<file path="src/rtl/cbank_pkg.sv">
package cbank_pkg;
    typedef struct packed {
        logic bank;
        logic map;
        logic hide;
    } ctrl_t;
endpackage

</file>
<file path="src/rtl/cbank_ctrl_reg.sv">
module cbank_ctrl_reg
    import cbank_pkg::*;
(
    input  logic  clk,
    input  logic  rst_n,
    input  logic  wr_sel,
    input  ctrl_t wr_val,
    output ctrl_t ctrl_q,
    output logic  accept
);
    ctrl_t ctrl_d;

    always_comb begin
        ctrl_d = ctrl_q;
        accept = wr_sel && !ctrl_q.hide;
        if (accept) begin
            ctrl_d = wr_val;
        end
    end

    always_ff @(posedge clk or negedge rst_n) begin
        if (!rst_n) begin
            ctrl_q <= '0;
        end else begin
            ctrl_q <= ctrl_d;
        end
    end
endmodule

</file>
<file path="src/rtl/cbank_addr.sv">
module cbank_addr #(
    parameter int OFFS_W = 14
) (
    input  logic              bank,
    input  logic [OFFS_W-1:0] offs,
    input  logic              rd,
    input  logic              rom_lo_n,
    input  logic              rom_hi_n,
    output logic [OFFS_W:0]   addr,
    output logic              rom_hit,
    output logic              ce_n
);
    always_comb begin
        addr    = {bank, offs};
        rom_hit = rd && (!rom_lo_n || !rom_hi_n);
        ce_n    = !rom_hit;
    end
endmodule

</file>
<file path="src/rtl/cbank_bus.sv">
module cbank_bus #(
    parameter int DATA_W = 8
) (
    input  logic              rd,
    input  logic              wr,
    input  logic              rom_hit,
    input  logic              io2_n,
    input  logic              reg_accept,
    input  logic [DATA_W-1:0] din,
    input  logic [DATA_W-1:0] rom_rdata,
    input  logic [DATA_W-1:0] mbox_rdata,
    output logic [DATA_W-1:0] dout,
    output logic              doe,
    output logic              mbox_wr
);
    always_comb begin
        dout    = din;
        doe     = 1'b0;
        if (rom_hit) begin
            dout = rom_rdata;
            doe  = 1'b1;
        end else if (rd && !io2_n) begin
            dout = mbox_rdata;
            doe  = 1'b1;
        end
        mbox_wr = wr && !io2_n && !reg_accept;
    end
endmodule

</file>
<file path="src/rtl/cbank_top.sv">
module cbank_top
    import cbank_pkg::*;
#(
    parameter int DATA_W   = 8,
    parameter int OFFS_W   = 14,
    parameter int BANK_BIT = 0,
    parameter int MAP_BIT  = 1,
    parameter int HIDE_BIT = 7
) (
    input  logic              clk,
    input  logic              rst_n,
    input  logic [OFFS_W-1:0] host_offs,
    input  logic              host_rd,
    input  logic              host_wr,
    input  logic              rom_lo_n,
    input  logic              rom_hi_n,
    input  logic              io1_n,
    input  logic              io2_n,
    input  logic [DATA_W-1:0] host_din,
    output logic [DATA_W-1:0] host_dout,
    output logic              host_doe,
    output logic [OFFS_W:0]   rom_addr,
    output logic              rom_ce_n,
    input  logic [DATA_W-1:0] rom_rdata,
    output logic              map_line0,
    output logic              map_line1,
    output logic              mbox_wr,
    input  logic [DATA_W-1:0] mbox_rdata
);
    ctrl_t wr_val;
    ctrl_t ctrl_q;
    logic  reg_accept;
    logic  rom_hit;
    logic  hide_q;

    always_comb begin
        wr_val.bank = host_din[BANK_BIT];
        wr_val.map  = host_din[MAP_BIT];
        wr_val.hide = host_din[HIDE_BIT];
        hide_q      = ctrl_q.hide;
        map_line0   = ctrl_q.map;
        map_line1   = ctrl_q.map;
    end

    cbank_ctrl_reg u_reg (
        .clk    (clk),
        .rst_n  (rst_n),
        .wr_sel (host_wr && !io1_n),
        .wr_val (wr_val),
        .ctrl_q (ctrl_q),
        .accept (reg_accept)
    );

    cbank_addr #(.OFFS_W(OFFS_W)) u_addr (
        .bank     (ctrl_q.bank),
        .offs     (host_offs),
        .rd       (host_rd),
        .rom_lo_n (rom_lo_n),
        .rom_hi_n (rom_hi_n),
        .addr     (rom_addr),
        .rom_hit  (rom_hit),
        .ce_n     (rom_ce_n)
    );

    cbank_bus #(.DATA_W(DATA_W)) u_bus (
        .rd         (host_rd),
        .wr         (host_wr),
        .rom_hit    (rom_hit),
        .io2_n      (io2_n),
        .reg_accept (reg_accept),
        .din        (host_din),
        .rom_rdata  (rom_rdata),
        .mbox_rdata (mbox_rdata),
        .dout       (host_dout),
        .doe        (host_doe),
        .mbox_wr    (mbox_wr)
    );
endmodule

</file>
<file path="config.mk">
export PLATFORM = sky130hd
export DESIGN_NAME = cbank_top
export DESIGN_NICKNAME = d
export VERILOG_FILES = /design/src/rtl/cbank_pkg.sv /design/src/rtl/cbank_ctrl_reg.sv /design/src/rtl/cbank_addr.sv /design/src/rtl/cbank_bus.sv /design/src/rtl/cbank_top.sv
export SDC_FILE = /design/constraint.sdc
export NUM_CORES = 1
export LEC_CHECK = 0
export BUFFER_PORTS_ARGS = -buffer_cell sky130_fd_sc_hd__buf_2
export CAP_MARGIN = 10
export CELL_PAD_IN_SITES_DETAIL_PLACEMENT = 0
export CELL_PAD_IN_SITES_GLOBAL_PLACEMENT = 1
export CORE_ASPECT_RATIO = 0.5
export CORE_MARGIN = 1
export CORE_UTILIZATION = 16
export CTS_CLUSTER_DIAMETER = 30
export DETAILED_ROUTE_END_ITERATION = 10
export MAX_ROUTING_LAYER = met4
export PLACE_DENSITY = 0.83
export SYNTH_ARGS = -nofsm -noshare
export SYNTH_HDL_FRONTEND = slang
export SYNTH_SLANG_ARGS = --single-unit
</file>
<file path="constraint.sdc">
create_clock -name clk -period 1.7 [get_ports clk]
set_clock_uncertainty 0.15 [all_clocks]
set_input_delay 0.425 -clock clk [delete_from_list [all_inputs] [get_ports clk]]
set_output_delay 0.425 -clock clk [all_outputs]
set_load 0.01 [all_outputs]
</file>
### Yosys cells after proc, flatten, opt, wreduce, memory -nomap -nowiden

Cells that the tools add are included.
Widths: inputs -> output; s select.

| storage, ports and cells | value |
|---|---|
| output and inout bits | 28 |
| bits in registers | 3 |
| logic and storage cells | 21 |
| input port bits | 46 |

| cells by class | value |
|---|---|
| muxes and demuxes | 4 |
| reduce and logical (&&, ||, !) cells | 14 |

Operators by type and width:

| operator | number |
|---|---|
| $mux 8 | 2 |
| $logic_not 1->1 | 7 |
| $logic_and 1x1->1 | 6 |
| $mux 1 | 2 |
| $logic_or 1x1->1 | 1 |

### Longest topological paths before layout

Gate-level depths: netlist (run 1).

| depth | value |
|---|---|
| depth after elaboration | 5 |
| gate-level depth with buffers | 4 |
| depth with buffers taken out | 3 |

### Cells and area by module

Synthesis (run 1) repeated with hierarchy kept, for this count alone.

| unflattened totals | value |
|---|---|
| cell total of the unflattened synthesis | 63 |
| area, all modules | 611.8 µm² |

Modules (own cells, without submodules):

| module | instances | sequential area each (µm²) | area an instance (µm²) | cells each |
|---|---|---|---|---|
| cbank_bus | 1 | 0.0 | 332.8 | 37 |
| cbank_addr | 1 | 0.0 | 130.1 | 17 |
| cbank_ctrl_reg | 1 | 75.1 | 127.6 | 7 |
| cbank_top | 1 | 0.0 | 21.3 | 2 |

### Least setup slack after synthesis (run 1)

Ideal clock, no wire load.

| path | value |
|---|---|
| path kind | input to output |
| start point | in io2_n |
| end point | out host_dout[0] |
| required time | 1.125 ns |
| slack | 0.093 ns |
| arrival time | 1.032 ns |
| buffers on the path | 1 |
| cell stages on the path | 4 |
| cells stage by stage | nand2b_1 > buf_4 > mux2i_1 > o21ai_1 |

| on the way | value |
|---|---|
| longest elaborated chain between the ends | 4 |

Ends and longest elaborated chain:

| what | line | text |
|---|---|---|
| start: declaration | cbank_top.sv:18 | `input logic io2_n,` |
| $logic_not 1->1 | cbank_bus.sv:22 | `end else if (rd && !io2_n) begin` |
| $logic_and 1x1->1 | cbank_bus.sv:22 |  |
| $mux 8 | cbank_bus.sv:22 |  |
| $mux 8 | cbank_bus.sv:19 | `if (rom_hit) begin` |
| end: declaration | cbank_top.sv:20 | `output logic [DATA_W-1:0] host_dout,` |

No other way between the ends.

### Final worst setup path (run 1)

| path | value |
|---|---|
| start point | in io2_n |
| end point | out host_dout[1] |

The elaborated chain is that of the path after synthesis.

==> results of run 1 <==
layout make-up:
| class | count | area share, % |
|---|---|---|
| timing repair buffer | 50 | 42.7 |
| multi-input combinational | 33 | 33.4 |
| sequential | 3 | 10.3 |
| tap | 37 | 6.37 |
| clock buffer | 4 | 6.20 |
| inverter | 2 | 1.03 |
stage by stage:
stage	setup TNS (ns)	power [mW]	util (%)	std cells	hold slack [ns]
floorplan	0	0.231	-	56	-0.0206
global placement	-0.657	0.273	23.8	124	0.0706
detailed placement	-0.731	0.276	23.8	124	0.0730
CTS	-0.204	0.499	26.9	129	0.295
global route	-0.646	0.529	27.6	129	0.303
finish	-0.185	0.499	27.6	129	0.304
power breakdown:
group	switching, mW	internal, mW	leakage [nW]
clock network	0.0489	0.160	0.0228
registers	0.00839	0.0870	0.0327
logic	0.0885	0.106	0.356
total	0.146	0.353	0.412
metal layers:
layer,share of wire (%),up-vias
li1,-,244
met1,35,216
met2,59,13
met3,4.6,4
met4,1.7,0
met5,0,-
how the worst max path moves through the flow:
stage	start	depth (start not counted)	endpoint
final	io2_n	6	host_dout[1]
after detailed placement	io2_n	6	host_dout[7]
after global placement	io2_n	6	host_dout[0]
after global routing	io2_n	6	host_dout[1]
after CTS	rom_lo_n	6	host_dout[4]
after floorplan	io2_n	4	host_dout[0]
repair_timing:
action / 4_1_cts / 5_1_grt
gates resized for setup: 6 / 4
endpoints found under the hold margin: 3 / 0
endpoints found under the setup margin: 8 / 9
hold buffers: 1 / 0
cell usage in the layout (no fill, tap or decap):
cell	synthesis	final
nand2b_4	0	1
a31o_1	1	1
a21boi_4	1	1
inv_1	1	1
mux2i_1	8	8
buf_4	17	1
buf_2	0	41
buf_6	1	6
mux2_1	2	2
nor2_1	1	1
nand2_1	9	7
nor3b_1	1	1
and2_4	1	1
dlygate4sd3_1	0	1
inv_2	1	1
o21ai_1	8	8
clkbuf_8	0	3
buf_12	0	1
clkbuf_1	0	1
dfrtp_1	3	3
nand2_2	0	2
kinds of logic (layout without fill, tap and decap cells):
| family | count (synthesis) | after routing |
|---|---|---|
| simple gates | 13 | 13 |
| compound gates | 10 | 10 |
| mux | 10 | 10 |
| buf+inv | 20 | 56 |
| flops | 3 | 3 |
==> run_results.csv, run 1 <==
group,metric,value,unit
yosys,netlist_instances,56,
floorplan,die_w,77.1,µm
timing,tightest_slew,0.155,ns
yosys,synth_top_family_by_area,"buffers and inverters",
hold_path,min_delay_worst_endpoint,"u_reg.ctrl_q[1]",
worst_setup_path,cp_num_buf_inv,3,
placement,post-place-ws,-0.102,ns
timing,setup_viol,8,
yosys,syn_nets,102,
finish,syn2layout_area_growth,60.9,%
pwr,power_per_cell_area,686,nW/µm²
yosys,synth_common_cells,"buf_4, nand2_1, mux2i_1, o21ai_1, dfrtp_1",
floorplan,num_rows,13,
yosys,ys_seq_area_share,16.6,%
worst_setup_path,crit_family,"buffers and inverters",
pwr,power_leakage,0.412,nW
yosys,async_reset_ff_share,100,%
global_route,grt_pass1_wl,1870,µm
yosys,synth_flop_cell,"dfrtp_1",
clocking,clock_sinks,3,
worst_setup_path,arrival,1.16,ns
worst_setup_path,cp_slowest_stage_delay,0.14,ns
global_route,track_usage,8.60,%
routing,drcViolationCount,0,
yosys,ys_top_cells_by_area,"buf_4, mux2i_1, dfrtp_1, o21ai_1, nand2_1",
yosys,synth_edf_count,0,
timing,rsz0062_at_grt,"yes",
clocking,clkTransAtPathRegs,0.03,ns
yosys,synthAdderAreaFrac,0,%
floorplan,fp.dieH,39.6,µm
floorplan,coreArea,2640,µm²
worst_setup_path,critPathCaptureType,"output port",
hold_path,hp-start,"host_din[1]",
timing,finalCritPeriodShare,102,%
timing,final.setup.worst_slack,-0.0369,ns
finish,fillers,288,
worst_setup_path,crit_top_cell,"buf_6",
global_route,grt_max_degree,16,
hold_path,whs_path_depth,2,
worst_setup_path,r2r_start,"u_reg.ctrl_q[0]",
timing,timing.fmax,576,MHz
placement,routabilityCongestion,0.670,
worst_setup_path,worst_setup_path_start_kind,"input pin",
yosys,synth_top_area_share,28.3,%
finish,final_cell_area,727,µm²
finish,regMostFlops,"u_reg.ctrl_q",
worst_setup_path,crit_type,"input pin to output port",
clocking,clkLatencyLatePin,0.22,ns
worst_setup_path,worst_path_max_delay_cell,"nand2b_4",
pwr,peakVddDrop,221,µV
global_route,grt_pass1_vias,431,
clocking,htreeDepth,1,
routing,drt_pass1_iterations,2,
hold_path,hold_class,"input pin to flop",
finish,drive_gt1_share,63.0,%
clocking,cts_root_buf,"clkbuf_8",
finish,biggestRegsByFlops,"u_reg.ctrl_q (3)",
clocking,postCtsSetupBuffers,0,
outcome,status,"finished with violations",
yosys,yosysTopAreaCell,"buf_4",
timing,relSlewSlack,89.3,%
finish,multi_input_area,243,µm²
routing,via_per_inst,3.70,
yosys,synth-simple-area-share,13.3,%
yosys,synth_cell_type_count,15,
routing,ant_nets,0,
yosys,ys_warn_count,0,
yosys,synthXorXnorAreaFrac,0,%
outcome,violations,"setup timing",
global_route,grt_util_met2,17.0,%
finish,diodes,0,
yosys,synth_compound_area_share,15.0,%
yosys,synth_most_common_cell,"buf_4",
yosys,synthMuxAreaShare,22.7,%
worst_setup_path,r2r.worst_path.cells,3,
placement,port_buffers,45,
routing,drt_iter0_markers,7,
global_route,grtUsageMet3,2.56,%
placement,dpl-instance-area,627,µm²
clocking,clk_path_buf_depth,2,
yosys,syn_area,452,µm²
finish,largest_reg_flops,3,
floorplan,dieArea,3050,µm²
routing,num_vias,477,
global_route,antenna_found_initial,0,
finish,register_area,75.1,µm²
clocking,numCtsBuffers,3,
clocking,cts_tree,"yes",
routing,avgRoutedWirePerCell,10.5,µm
floorplan,start_util,17.1,%
worst_setup_path,critPathMaxFanout,4,
global_route,met1_usage,7.66,%
global_route,grt_remaining_overflow,0,
finish,nets,139,
worst_setup_path,worstPathCellList,"buf_6, nand2b_4, buf_6, mux2i_1, o21ai_1, buf_2",
worst_setup_path,r2r_slack,0.43,ns
job,cap_violations,0,
global_route,grt-busiest-layer,"met2",
timing,min_period,1.74,ns
timing,slew_viol_final,0,
yosys,synth_area_per_cell,8.07,µm²
worst_setup_path,cp.required,1.12,ns
timing,hold_violations,0,
floorplan,pin_count,74,
routing,wl,1360,µm
yosys,ys_ff_latch,3,
worst_setup_path,r2r-end,"u_reg.ctrl_q[2]",
No activity file was read; power rests on OpenSTA's default activity.
==> run 2, diff against run 1 <==
- BUFFER_PORTS_ARGS: -buffer_cell sky130_fd_sc_hd__buf_2 -> not set
- CELL_PAD_IN_SITES_DETAIL_PLACEMENT: 0 -> 1
- CORE_ASPECT_RATIO: 0.5 -> not set
- CORE_UTILIZATION: 16 -> 33
- DONT_BUFFER_PORTS: not set -> 1
- PLACE_DENSITY: 0.83 -> 0.75
==> run 2 against run 1 <==
  * The flow now finishes without violations
  * Core utilization is 6.7 points higher
  * Sequential power grew 15%
  * Routed wire length decreased by 30%
  * Design area decreased by 44%
  * Sequential share of layout area up 8.1 points
  * Clock power is 38% lower
  * Critical path type unchanged
  * Highest routed layer is now met3
==> run_results.csv, run 2 (synthesis results as in run 1) <==
group,metric,value,unit
pwr,total_power,326,µW
finish,diodes,0,
timing,finalSetupTns,0,ns
worst_setup_path,r2r-end,"u_reg.ctrl_q[1]",
timing,hold_violations,0,
placement,port_buffers,0,
timing,rsz0062_at_grt,"no",
clocking,cts_tree,"yes",
hold_path,hp-start,"host_din[0]",
worst_setup_path,critPathCaptureType,"output port",
worst_setup_path,critPathMaxFanout,9,
floorplan,dieArea,1520,µm²
placement,routabilityCongestion,0.596,
global_route,antenna_found_initial,0,
routing,drt_pass1_iterations,2,
placement,hpwl,771,µm
timing,tightest_slew,0.366,ns
clocking,cts_root_buf,"clkbuf_4",
outcome,status,"completed",
global_route,grt_pass1_vias,279,
floorplan,num_rows,12,
placement,post-place-ws,0.0365,ns
pwr,power_per_cell_area,802,nW/µm²
global_route,grt_pass1_wl,1200,µm
clocking,clk_path_buf_depth,2,
clocking,clkLatencyLatePin,0.23,ns
routing,wl,944,µm
hold_path,whs_path_depth,1,
clocking,numCtsBuffers,3,
pwr,peakVddDrop,234,µV
timing,final.setup.worst_slack,0.0423,ns
worst_setup_path,arrival,1.08,ns
timing,timing.fmax,603,MHz
finish,instances_no_fill,59,
timing,relSlewSlack,75.5,%
worst_setup_path,crit_type,"input pin to output port",
worst_setup_path,r2r.worst_path.cells,3,
hold_path,hold_class,"input pin to flop",
placement,dpl-instance-area,370,µm²
clocking,clock_sinks,3,
worst_setup_path,worst_setup_path_start_kind,"input pin",
finish,drive_gt1_share,17.8,%
global_route,track_usage,12.1,%
finish,final_cell_area,407,µm²
finish,final_cell_mix,"nand2_1, mux2i_1, o21ai_1",
finish,register_area,75.1,µm²
timing,slew_viol_final,0,
finish,regMostFlops,"u_reg.ctrl_q",
job,cap_violations,0,
global_route,grt_remaining_overflow,0,
finish,syn2layout_area_growth,-9.97,%
floorplan,pin_count,74,
clocking,cts-resized-gates,0,
finish,nets,92,
clocking,htreeDepth,1,
clocking,postCtsSetupBuffers,0,
worst_setup_path,r2r_start,"u_reg.ctrl_q[0]",
hold_path,min_delay_worst_endpoint,"u_reg.ctrl_q[2]",
worst_setup_path,r2r_slack,0.42,ns
finish,multi_input_area,230,µm²
timing,setup_viol,0,
routing,num_vias,317,
routing,avgRoutedWirePerCell,16.0,µm
finish,fillers,148,
timing,finalCritPeriodShare,97.5,%
floorplan,coreArea,1190,µm²
routing,drt_iter0_markers,5,
routing,drcViolationCount,0,
finish,largest_reg_flops,3,
floorplan,fp.dieH,39.0,µm
finish,biggestRegsByFlops,"u_reg.ctrl_q (3)",
pwr,power_leakage,0.202,nW
floorplan,die_w,39.0,µm
floorplan,start_util,38.1,%
worst_setup_path,cp.required,1.12,ns
placement,dp.cells,54,
global_route,grt_max_degree,18,
routing,ant_nets,0,
finish,final_common_cell,"nand2_1",
clocking,clkTransAtPathRegs,0.04,ns
timing,min_period,1.66,ns
routing,via_per_inst,5.37,
[run 2: worst max-delay path by stage]
| stage | end | from | slack, ns | cells after the start |
|---|---|---|---|---|
| global placement | host_dout[1] | io2_n | 0.05 | 4 |
| global route | host_dout[6] | io2_n | 0.008 | 4 |
| CTS | host_dout[2] | io2_n | 0.04 | 4 |
| detailed placement | host_dout[2] | io2_n | 0.04 | 4 |
| finish | host_dout[2] | io2_n | 0.04 | 4 |
| floorplan | host_dout[0] | io2_n | 0.09 | 4 |
[run 2: through the flow]
stage          util (%)  hold WS [ns]
2_1_floorplan         -       -0.0206
3_3_place_gp       31.2       -0.0205
3_5_place_dp       31.2       -0.0205
4_1_cts            34.3         0.180
5_1_grt            34.3         0.177
6_report           34.3         0.183
[run 2: cell type report]
class | count | area share, %
clock buffer | 4 | 6.46
multi-input combinational | 33 | 56.6
sequential | 3 | 18.5
timing repair buffer | 3 | 12.3
tap | 14 | 4.31
inverter | 2 | 1.85
[run 2: metal layers]
metal	vias to the layer above	part of all wire [%]	global-route usage [%]
li1	148	-	-
met1	138	35	13.4
met2	31	53	20.8
met3	0	11	0.578
met4	0	0	7.76
met5	-	0	-
[run 2: where the power goes]
| part | internal (mW) | switching [mW] | total [mW] |
|---|---|---|---|
| clock | 0.0883 | 0.0413 | 0.130 |
| combinational | 0.0410 | 0.0461 | 0.0870 |
| sequential | 0.0868 | 0.0228 | 0.110 |
| total | 0.216 | 0.110 | 0.326 |
[run 2: what timing repair did]
action / 4_1_cts / 5_1_grt
hold buffers: 1 / 0
hold endpoints to repair: 3 / 0
setup endpoints to repair: 0 / 0
[run 2: critical path, stage by stage]
cell and delay (ns):
nand2b_1 0.15, buf_12 0.16, mux2i_1 0.11, o21ai_1 0.23
